--- src/rtl/tt_pkg.sv ---
package tt_pkg;
    localparam int DATA_W     = 32;
    localparam int PERIOD_W   = 28;
    localparam int PEND_BIT   = PERIOD_W;
    localparam int IE_BIT     = PERIOD_W + 1;
    localparam int MODE_LSB   = PERIOD_W + 2;
    localparam int MODE_W     = DATA_W - MODE_LSB;
    localparam int ADDR_W     = 16;
    localparam int GRP_SHIFT  = 11;
    localparam int TIMER_GRP  = 10;
    localparam int CTRL_NUM   = 0;
    localparam int COUNT_NUM  = 1;

    typedef enum logic [MODE_W-1:0] {
        TT_OFF     = 2'd0,
        TT_RESTART = 2'd1,
        TT_ONESHOT = 2'd2,
        TT_CONT    = 2'd3
    } tt_mode_e;

    typedef struct packed {
        tt_mode_e            mode;
        logic                ie;
        logic                pend;
        logic [PERIOD_W-1:0] period;
        logic [DATA_W-1:0]   cnt;
        logic                run;
    } tt_state_t;
endpackage

--- src/rtl/tt_decode.sv ---
module tt_decode
    import tt_pkg::*;
#(
    parameter int GROUP = TIMER_GRP
) (
    input  logic [ADDR_W-1:0] addr,
    input  logic              we,
    output logic              ctrl_sel,
    output logic              cnt_sel,
    output logic              ctrl_we,
    output logic              cnt_we
);
    localparam logic [ADDR_W-1:0] CTRL_ADDR  = ADDR_W'((GROUP << GRP_SHIFT) + CTRL_NUM);
    localparam logic [ADDR_W-1:0] COUNT_ADDR = ADDR_W'((GROUP << GRP_SHIFT) + COUNT_NUM);

    always_comb begin
        ctrl_sel = (addr == CTRL_ADDR);
        cnt_sel  = (addr == COUNT_ADDR);
        ctrl_we  = we && ctrl_sel;
        cnt_we   = we && cnt_sel;
    end
endmodule

--- src/rtl/tt_engine.sv ---
module tt_engine
    import tt_pkg::*;
(
    input  logic              clk,
    input  logic              rst_n,
    input  logic              ctrl_we,
    input  logic              cnt_we,
    input  logic [DATA_W-1:0] wdata,
    output tt_state_t         st_q,
    output logic              match
);
    tt_state_t st_d;
    tt_mode_e  wr_mode;

    always_comb begin
        st_d    = st_q;
        wr_mode = tt_mode_e'(wdata[DATA_W-1:MODE_LSB]);
        match   = st_q.run && (st_q.cnt[PERIOD_W-1:0] == st_q.period);

        if (st_q.run) begin
            st_d.cnt = st_q.cnt + DATA_W'(1);
            if (match) begin
                unique case (st_q.mode)
                    TT_RESTART: st_d.cnt = '0;
                    TT_ONESHOT: begin
                        st_d.cnt = st_q.cnt;
                        st_d.run = 1'b0;
                    end
                    default: ;
                endcase
            end
        end

        if (match && st_q.ie) begin
            st_d.pend = 1'b1;
        end

        if (ctrl_we) begin
            st_d.mode   = wr_mode;
            st_d.ie     = wdata[IE_BIT];
            st_d.period = wdata[PERIOD_W-1:0];
            if (!wdata[PEND_BIT]) begin
                st_d.pend = 1'b0;
            end
            if (wr_mode != st_q.mode) begin
                st_d.run = (wr_mode != TT_OFF);
            end
        end

        if (cnt_we) begin
            st_d.cnt = wdata;
        end
    end

    always_ff @(posedge clk or negedge rst_n) begin
        if (!rst_n) begin
            st_q <= '0;
        end else begin
            st_q <= st_d;
        end
    end

    p_count_step_r4: assert property (@(posedge clk) disable iff (!rst_n)
        (st_q.run && !match && !cnt_we) |=> st_q.cnt == $past(st_q.cnt) + DATA_W'(1));

    p_hold_stopped_r5: assert property (@(posedge clk) disable iff (!rst_n)
        (!st_q.run && !cnt_we && !ctrl_we) |=> $stable(st_q.cnt));

    p_start_on_change_r5: assert property (@(posedge clk) disable iff (!rst_n)
        (ctrl_we && wr_mode != st_q.mode && wr_mode != TT_OFF) |=> st_q.run);

    p_pend_keep_r6: assert property (@(posedge clk) disable iff (!rst_n)
        (ctrl_we && wdata[PEND_BIT] && !(match && st_q.ie)) |=> st_q.pend == $past(st_q.pend));

    p_pend_clear_r7: assert property (@(posedge clk) disable iff (!rst_n)
        (ctrl_we && !wdata[PEND_BIT]) |=> !st_q.pend);

    p_pend_set_r9: assert property (@(posedge clk) disable iff (!rst_n)
        (match && st_q.ie && !ctrl_we) |=> st_q.pend);

    p_restart_zero_r10: assert property (@(posedge clk) disable iff (!rst_n)
        (match && st_q.mode == TT_RESTART && !cnt_we) |=> st_q.cnt == '0);

    p_oneshot_stop_r11: assert property (@(posedge clk) disable iff (!rst_n)
        (match && st_q.mode == TT_ONESHOT && !ctrl_we) |=> !st_q.run);
endmodule

--- src/rtl/tt_readback.sv ---
module tt_readback
    import tt_pkg::*;
(
    input  logic              ctrl_sel,
    input  logic              cnt_sel,
    input  tt_state_t         st,
    output logic [DATA_W-1:0] rdata
);
    always_comb begin
        rdata = '0;
        if (ctrl_sel) begin
            rdata = {st.mode, st.ie, st.pend, st.period};
        end else if (cnt_sel) begin
            rdata = st.cnt;
        end
    end
endmodule

--- src/rtl/tick_timer.sv ---
module tick_timer
    import tt_pkg::*;
#(
    parameter int GROUP = TIMER_GRP
) (
    input  logic              clk,
    input  logic              rst_n,
    input  logic [ADDR_W-1:0] spr_addr,
    input  logic              spr_we,
    input  logic [DATA_W-1:0] spr_wdata,
    output logic [DATA_W-1:0] spr_rdata,
    output logic              timer_irq
);
    logic      ctrl_sel;
    logic      cnt_sel;
    logic      ctrl_we;
    logic      cnt_we;
    logic      match;
    tt_state_t st;

    tt_decode #(.GROUP(GROUP)) u_decode (
        .addr     (spr_addr),
        .we       (spr_we),
        .ctrl_sel (ctrl_sel),
        .cnt_sel  (cnt_sel),
        .ctrl_we  (ctrl_we),
        .cnt_we   (cnt_we)
    );

    tt_engine u_engine (
        .clk     (clk),
        .rst_n   (rst_n),
        .ctrl_we (ctrl_we),
        .cnt_we  (cnt_we),
        .wdata   (spr_wdata),
        .st_q    (st),
        .match   (match)
    );

    tt_readback u_readback (
        .ctrl_sel (ctrl_sel),
        .cnt_sel  (cnt_sel),
        .st       (st),
        .rdata    (spr_rdata)
    );

    assign timer_irq = st.pend && st.ie;

    p_sel_exclusive_r2: assert property (@(posedge clk) disable iff (!rst_n)
        $onehot0({ctrl_sel, cnt_sel}));

    p_irq_needs_pending_r13: assert property (@(posedge clk) disable iff (!rst_n)
        (ctrl_we && !spr_wdata[PEND_BIT]) |=> !timer_irq);

    p_run_implies_mode_r5: assert property (@(posedge clk) disable iff (!rst_n)
        st.run |-> st.mode != TT_OFF);
endmodule

--- config.mk ---
export PLATFORM = sky130hd
export DESIGN_NAME = tick_timer
export DESIGN_NICKNAME = d
export VERILOG_FILES = /design/src/rtl/tt_pkg.sv /design/src/rtl/tt_decode.sv /design/src/rtl/tt_engine.sv /design/src/rtl/tt_readback.sv /design/src/rtl/tick_timer.sv
export SDC_FILE = /design/constraint.sdc
export NUM_CORES = 1
export LEC_CHECK = 0
export ABC_AREA = 1
export BUFFER_PORTS_ARGS = -buffer_cell sky130_fd_sc_hd__buf_2
export CAP_MARGIN = 20
export CORE_MARGIN = 2
export CORE_UTILIZATION = 55
export CTS_CLUSTER_SIZE = 25
export DETAILED_ROUTE_END_ITERATION = 6
export PLACE_DENSITY = 0.85
export SYNTH_ARGS = -nofsm -noshare
export SYNTH_HDL_FRONTEND = slang
export SYNTH_SLANG_ARGS = --single-unit
--- constraint.sdc ---
create_clock -name clk -period 2.1 [get_ports clk]
set_clock_uncertainty 0.15 [all_clocks]
set_input_delay 0.315 -clock clk [delete_from_list [all_inputs] [get_ports clk]]
set_output_delay 0.315 -clock clk [all_outputs]
set_load 0.05 [all_outputs]
==> flow_metrics.py <==
metrics = {
    "yosys": {
        "seq_area_frac_synth_pct": 32.2,
        "synth-seq-cells": 65,
        "syn_area_um2": 5050,
        "synth_area_per_cell_um2": 5.90,
        "synth_cells": 855,
        "yosys.area.top_type": "dfrtp_1",
        "syn_nets": 907,
        "yosys_warnings": 0,
        "ys_types": 29,
        "yosysTopAreaCellShare_pct": 32.2,
        "synth_area_leaders": "dfrtp_1 32%, nand2_1 29%, nor2_1 7.4%, nand3_1 6.0%, inv_1 5.2%",
    },
    "sta": {
        "hold_ws_ns": 0.0264,
        "finalCritPeriodShare_pct": 106,
        "drv_slew": 0,
        "worst_pin_slew_ns": 0.458,
        "setup_slack_ns": -0.119,
        "maxSlewHeadroom_pct": 69.4,
        "finalHoldViolations": 0,
        "setup_tns_ns": -2.36,
        "rsz0062_at_grt": "yes",
        "timing.fmax_mhz": 451,
        "setup_viol": 32,
        "fin_crit_ns": 2.22,
    },
    "cts": {
        "cts.sink_count": 65,
        "htree_levels": 3,
        "clockRootBuffer": "clkbuf_8",
        "clockBufferDepth": 2,
        "cts_tree": "yes",
        "clk_pin_slew_ns": 0.07,
        "cts_buffers": 9,
        "clk_latency_ns": 0.36,
    },
    "grt": {
        "grt.overflow.total": 0,
        "grt_pass1_vias": 5875,
        "grt_start_max_net_pins": 66,
        "grt_antenna_before_repair": 0,
        "grt_pass1_wl_um": 28700,
        "grt_usage_pct": 36.6,
    },
    "place": {
        "io_buffers": 83,
        "place.gp.congestion": 0.981,
        "dpl_cell_area_um2": 6510,
        "dp.cells": 1111,
        "dpl.hpwl_um": 13400,
    },
    "drt": {
        "wirelength_um": 20100,
        "vias_per_cell": 5.82,
        "drcViolationCount": 7,
        "wl_per_cell_um": 17.5,
        "first_iter_violations": 707,
        "vias": 6673,
        "first_pass_iters": 7,
        "ant_nets": 0,
    },
    "power_and_ir_drop": {
        "peakVddDrop_mv": 0.283,
        "powerDensity_nw_per_um2": 324,
        "power_leakage_nw": 3.66,
    },
    "floorplanning": {
        "die_h_um": 99.8,
        "dieArea_um2": 9960,
        "rows": 34,
        "num_io_pins": 84,
        "start_util_pct": 57.3,
        "die_w_um": 99.8,
        "core_area_um2": 8810,
    },
    "cells_and_area": {
        "layout_commonest_cell": "nand2_1",
        "largest_reg_flops": 65,
        "finish.utilization_pct": 82.4,
        "largest_registers": "u_engine.st_q (65)",
        "fin_nets": 1086,
        "drive_above_1_share_pct": 32.8,
        "largest_register": "u_engine.st_q",
        "area_growth_pct": 43.7,
        "final_cell_mix": "354 x nand2_1, 117 x buf_4, 92 x nor2_1",
        "final_cells": 1147,
        "fin_area_um2": 7250,
        "diodes": 0,
    },
    "worst_hold_path": {
        "min_from": "spr_wdata[4]",
        "hold_path_class": "in2reg",
    },
    "job": {
        "drv_cap": 0,
    },
    "setup_path": {
        "worst_r2r_path_depth": 12,
        "worstPathRequired_ns": 2.19,
        "r2r_slack_ns": -0.12,
        "cp-start-kind": "flop",
        "startpoint": "u_engine.st_q[19]",
        "cp_max_fo": 8,
        "reg2reg_from": "u_engine.st_q[19]",
        "crit_end": "u_engine.st_q[32]",
        "worstSetupEndpointType": "flop",
        "timing.rr.end": "u_engine.st_q[32]",
        "cp.arrival_ns": 2.31,
        "critPathKind": "reg2reg",
    },
    "run_status": {
        "outcome": "finished, violations left",
        "violations": "design-rule violations, negative setup slack",
    },
}
-- worst max-delay path: stages, from the launching register on --
cell and delay (ns):
dfrtp_2 0.45, nand2_2 0.11, nand2_1 0.07, nor2_1 0.13
nand2_1 0.11, nor2_1 0.12, nand2_1 0.11, nor2_4 0.19
nand2_4 0.15, nand2_8 0.19, nand2_8 0.13, nand2_2 0.13
nand2_1 0.06
-- report_power, final --
| group | leakage [nW] | internal, mW | switching (mW) | total (mW) |
|---|---|---|---|---|
| clock | 0.0932 | 0.488 | 0.500 | 0.988 |
| sequential | 0.742 | 1.25 | 0.000314 | 1.25 |
| combinational | 2.82 | 0.0490 | 0.0650 | 0.114 |
| total | 3.66 | 1.79 | 0.565 | 2.35 |
-- metal layers --
metal  share of wire, %  wire length, µm  global-route usage, %
met5                  0                0                      0
met4                6.2             1240                   16.3
met3                 11             2230                   7.31
met2                 46             9190                   60.4
met1                 37             7400                   46.7
-- worst min path at each step --
stage,endpoint,slack [ns],cells after the start
4_1_cts,u_engine.st_q[37],0.03,3
6_report,u_engine.st_q[37],0.03,3
3_3_place_gp,u_engine.st_q[1],0.21,2
5_1_grt,u_engine.st_q[33],0.04,3
3_5_place_dp,u_engine.st_q[34],0.21,2
2_1_floorplan,u_engine.st_q[0],-0.13,0
-- cells in the mapped netlist --
cell type	instances
nand2_1	388
nor2_1	100
inv_1	70
dfrtp_1	65
nand3_1	61
o21ai_0	31
o22ai_1	30
inv_2	19
nor3_1	16
xor2_1	15
clkbuf_1	12
buf_2	11
nand4_1	8
a21oi_1	4
buf_4	3
buf_6	3
nand2_2	2
nand2_4	2
nor2_2	2
nor3_2	2
o21ai_1	2
xnor2_1	2
a21boi_0	1
and3_1	1
ha_1	1
nand3_4	1
nand3b_1	1
nand4_2	1
nor2_4	1
-- cell type report --
type                       instances  area (µm²)
multi-input combinational        676        3470
sequential                        65        1630
fill                             599        1550
timing repair buffer             193        1510
inverter                          89         334
clock buffer                      13         159
tap                              108         135
clock inverter                     3        15.0
-- what timing repair did --
action,4_1_cts,5_1_grt
pin swaps,0,50
hold buffers,1,0
setup buffers,0,12
setup endpoints to repair,64,64
endpoints found under the hold margin,65,0
resized for setup,6,129
gates cloned,0,7
-- per-stage QoR --
stage          total power, mW  setup slack (ns)
2_1_floorplan             1.29            -0.312
3_3_place_gp              1.38           -0.0171
3_5_place_dp              1.39           -0.0481
4_1_cts                   2.36           0.00447
5_1_grt                   2.42            -0.183
6_report                  2.35            -0.119
-- kinds of logic after synthesis --
group                      count (synthesis)  synth area share, %
xor gates and xnor gates                  17                 2.95
adders and majority gates                  1                0.248
buffers and inverters                    118                 9.71
and+or+nand+nor                          586                 47.3
DFF                                       65                 32.2
AOI/OAI and AO/OA                         68                 7.53
Power figures use the tool's default switching activity.
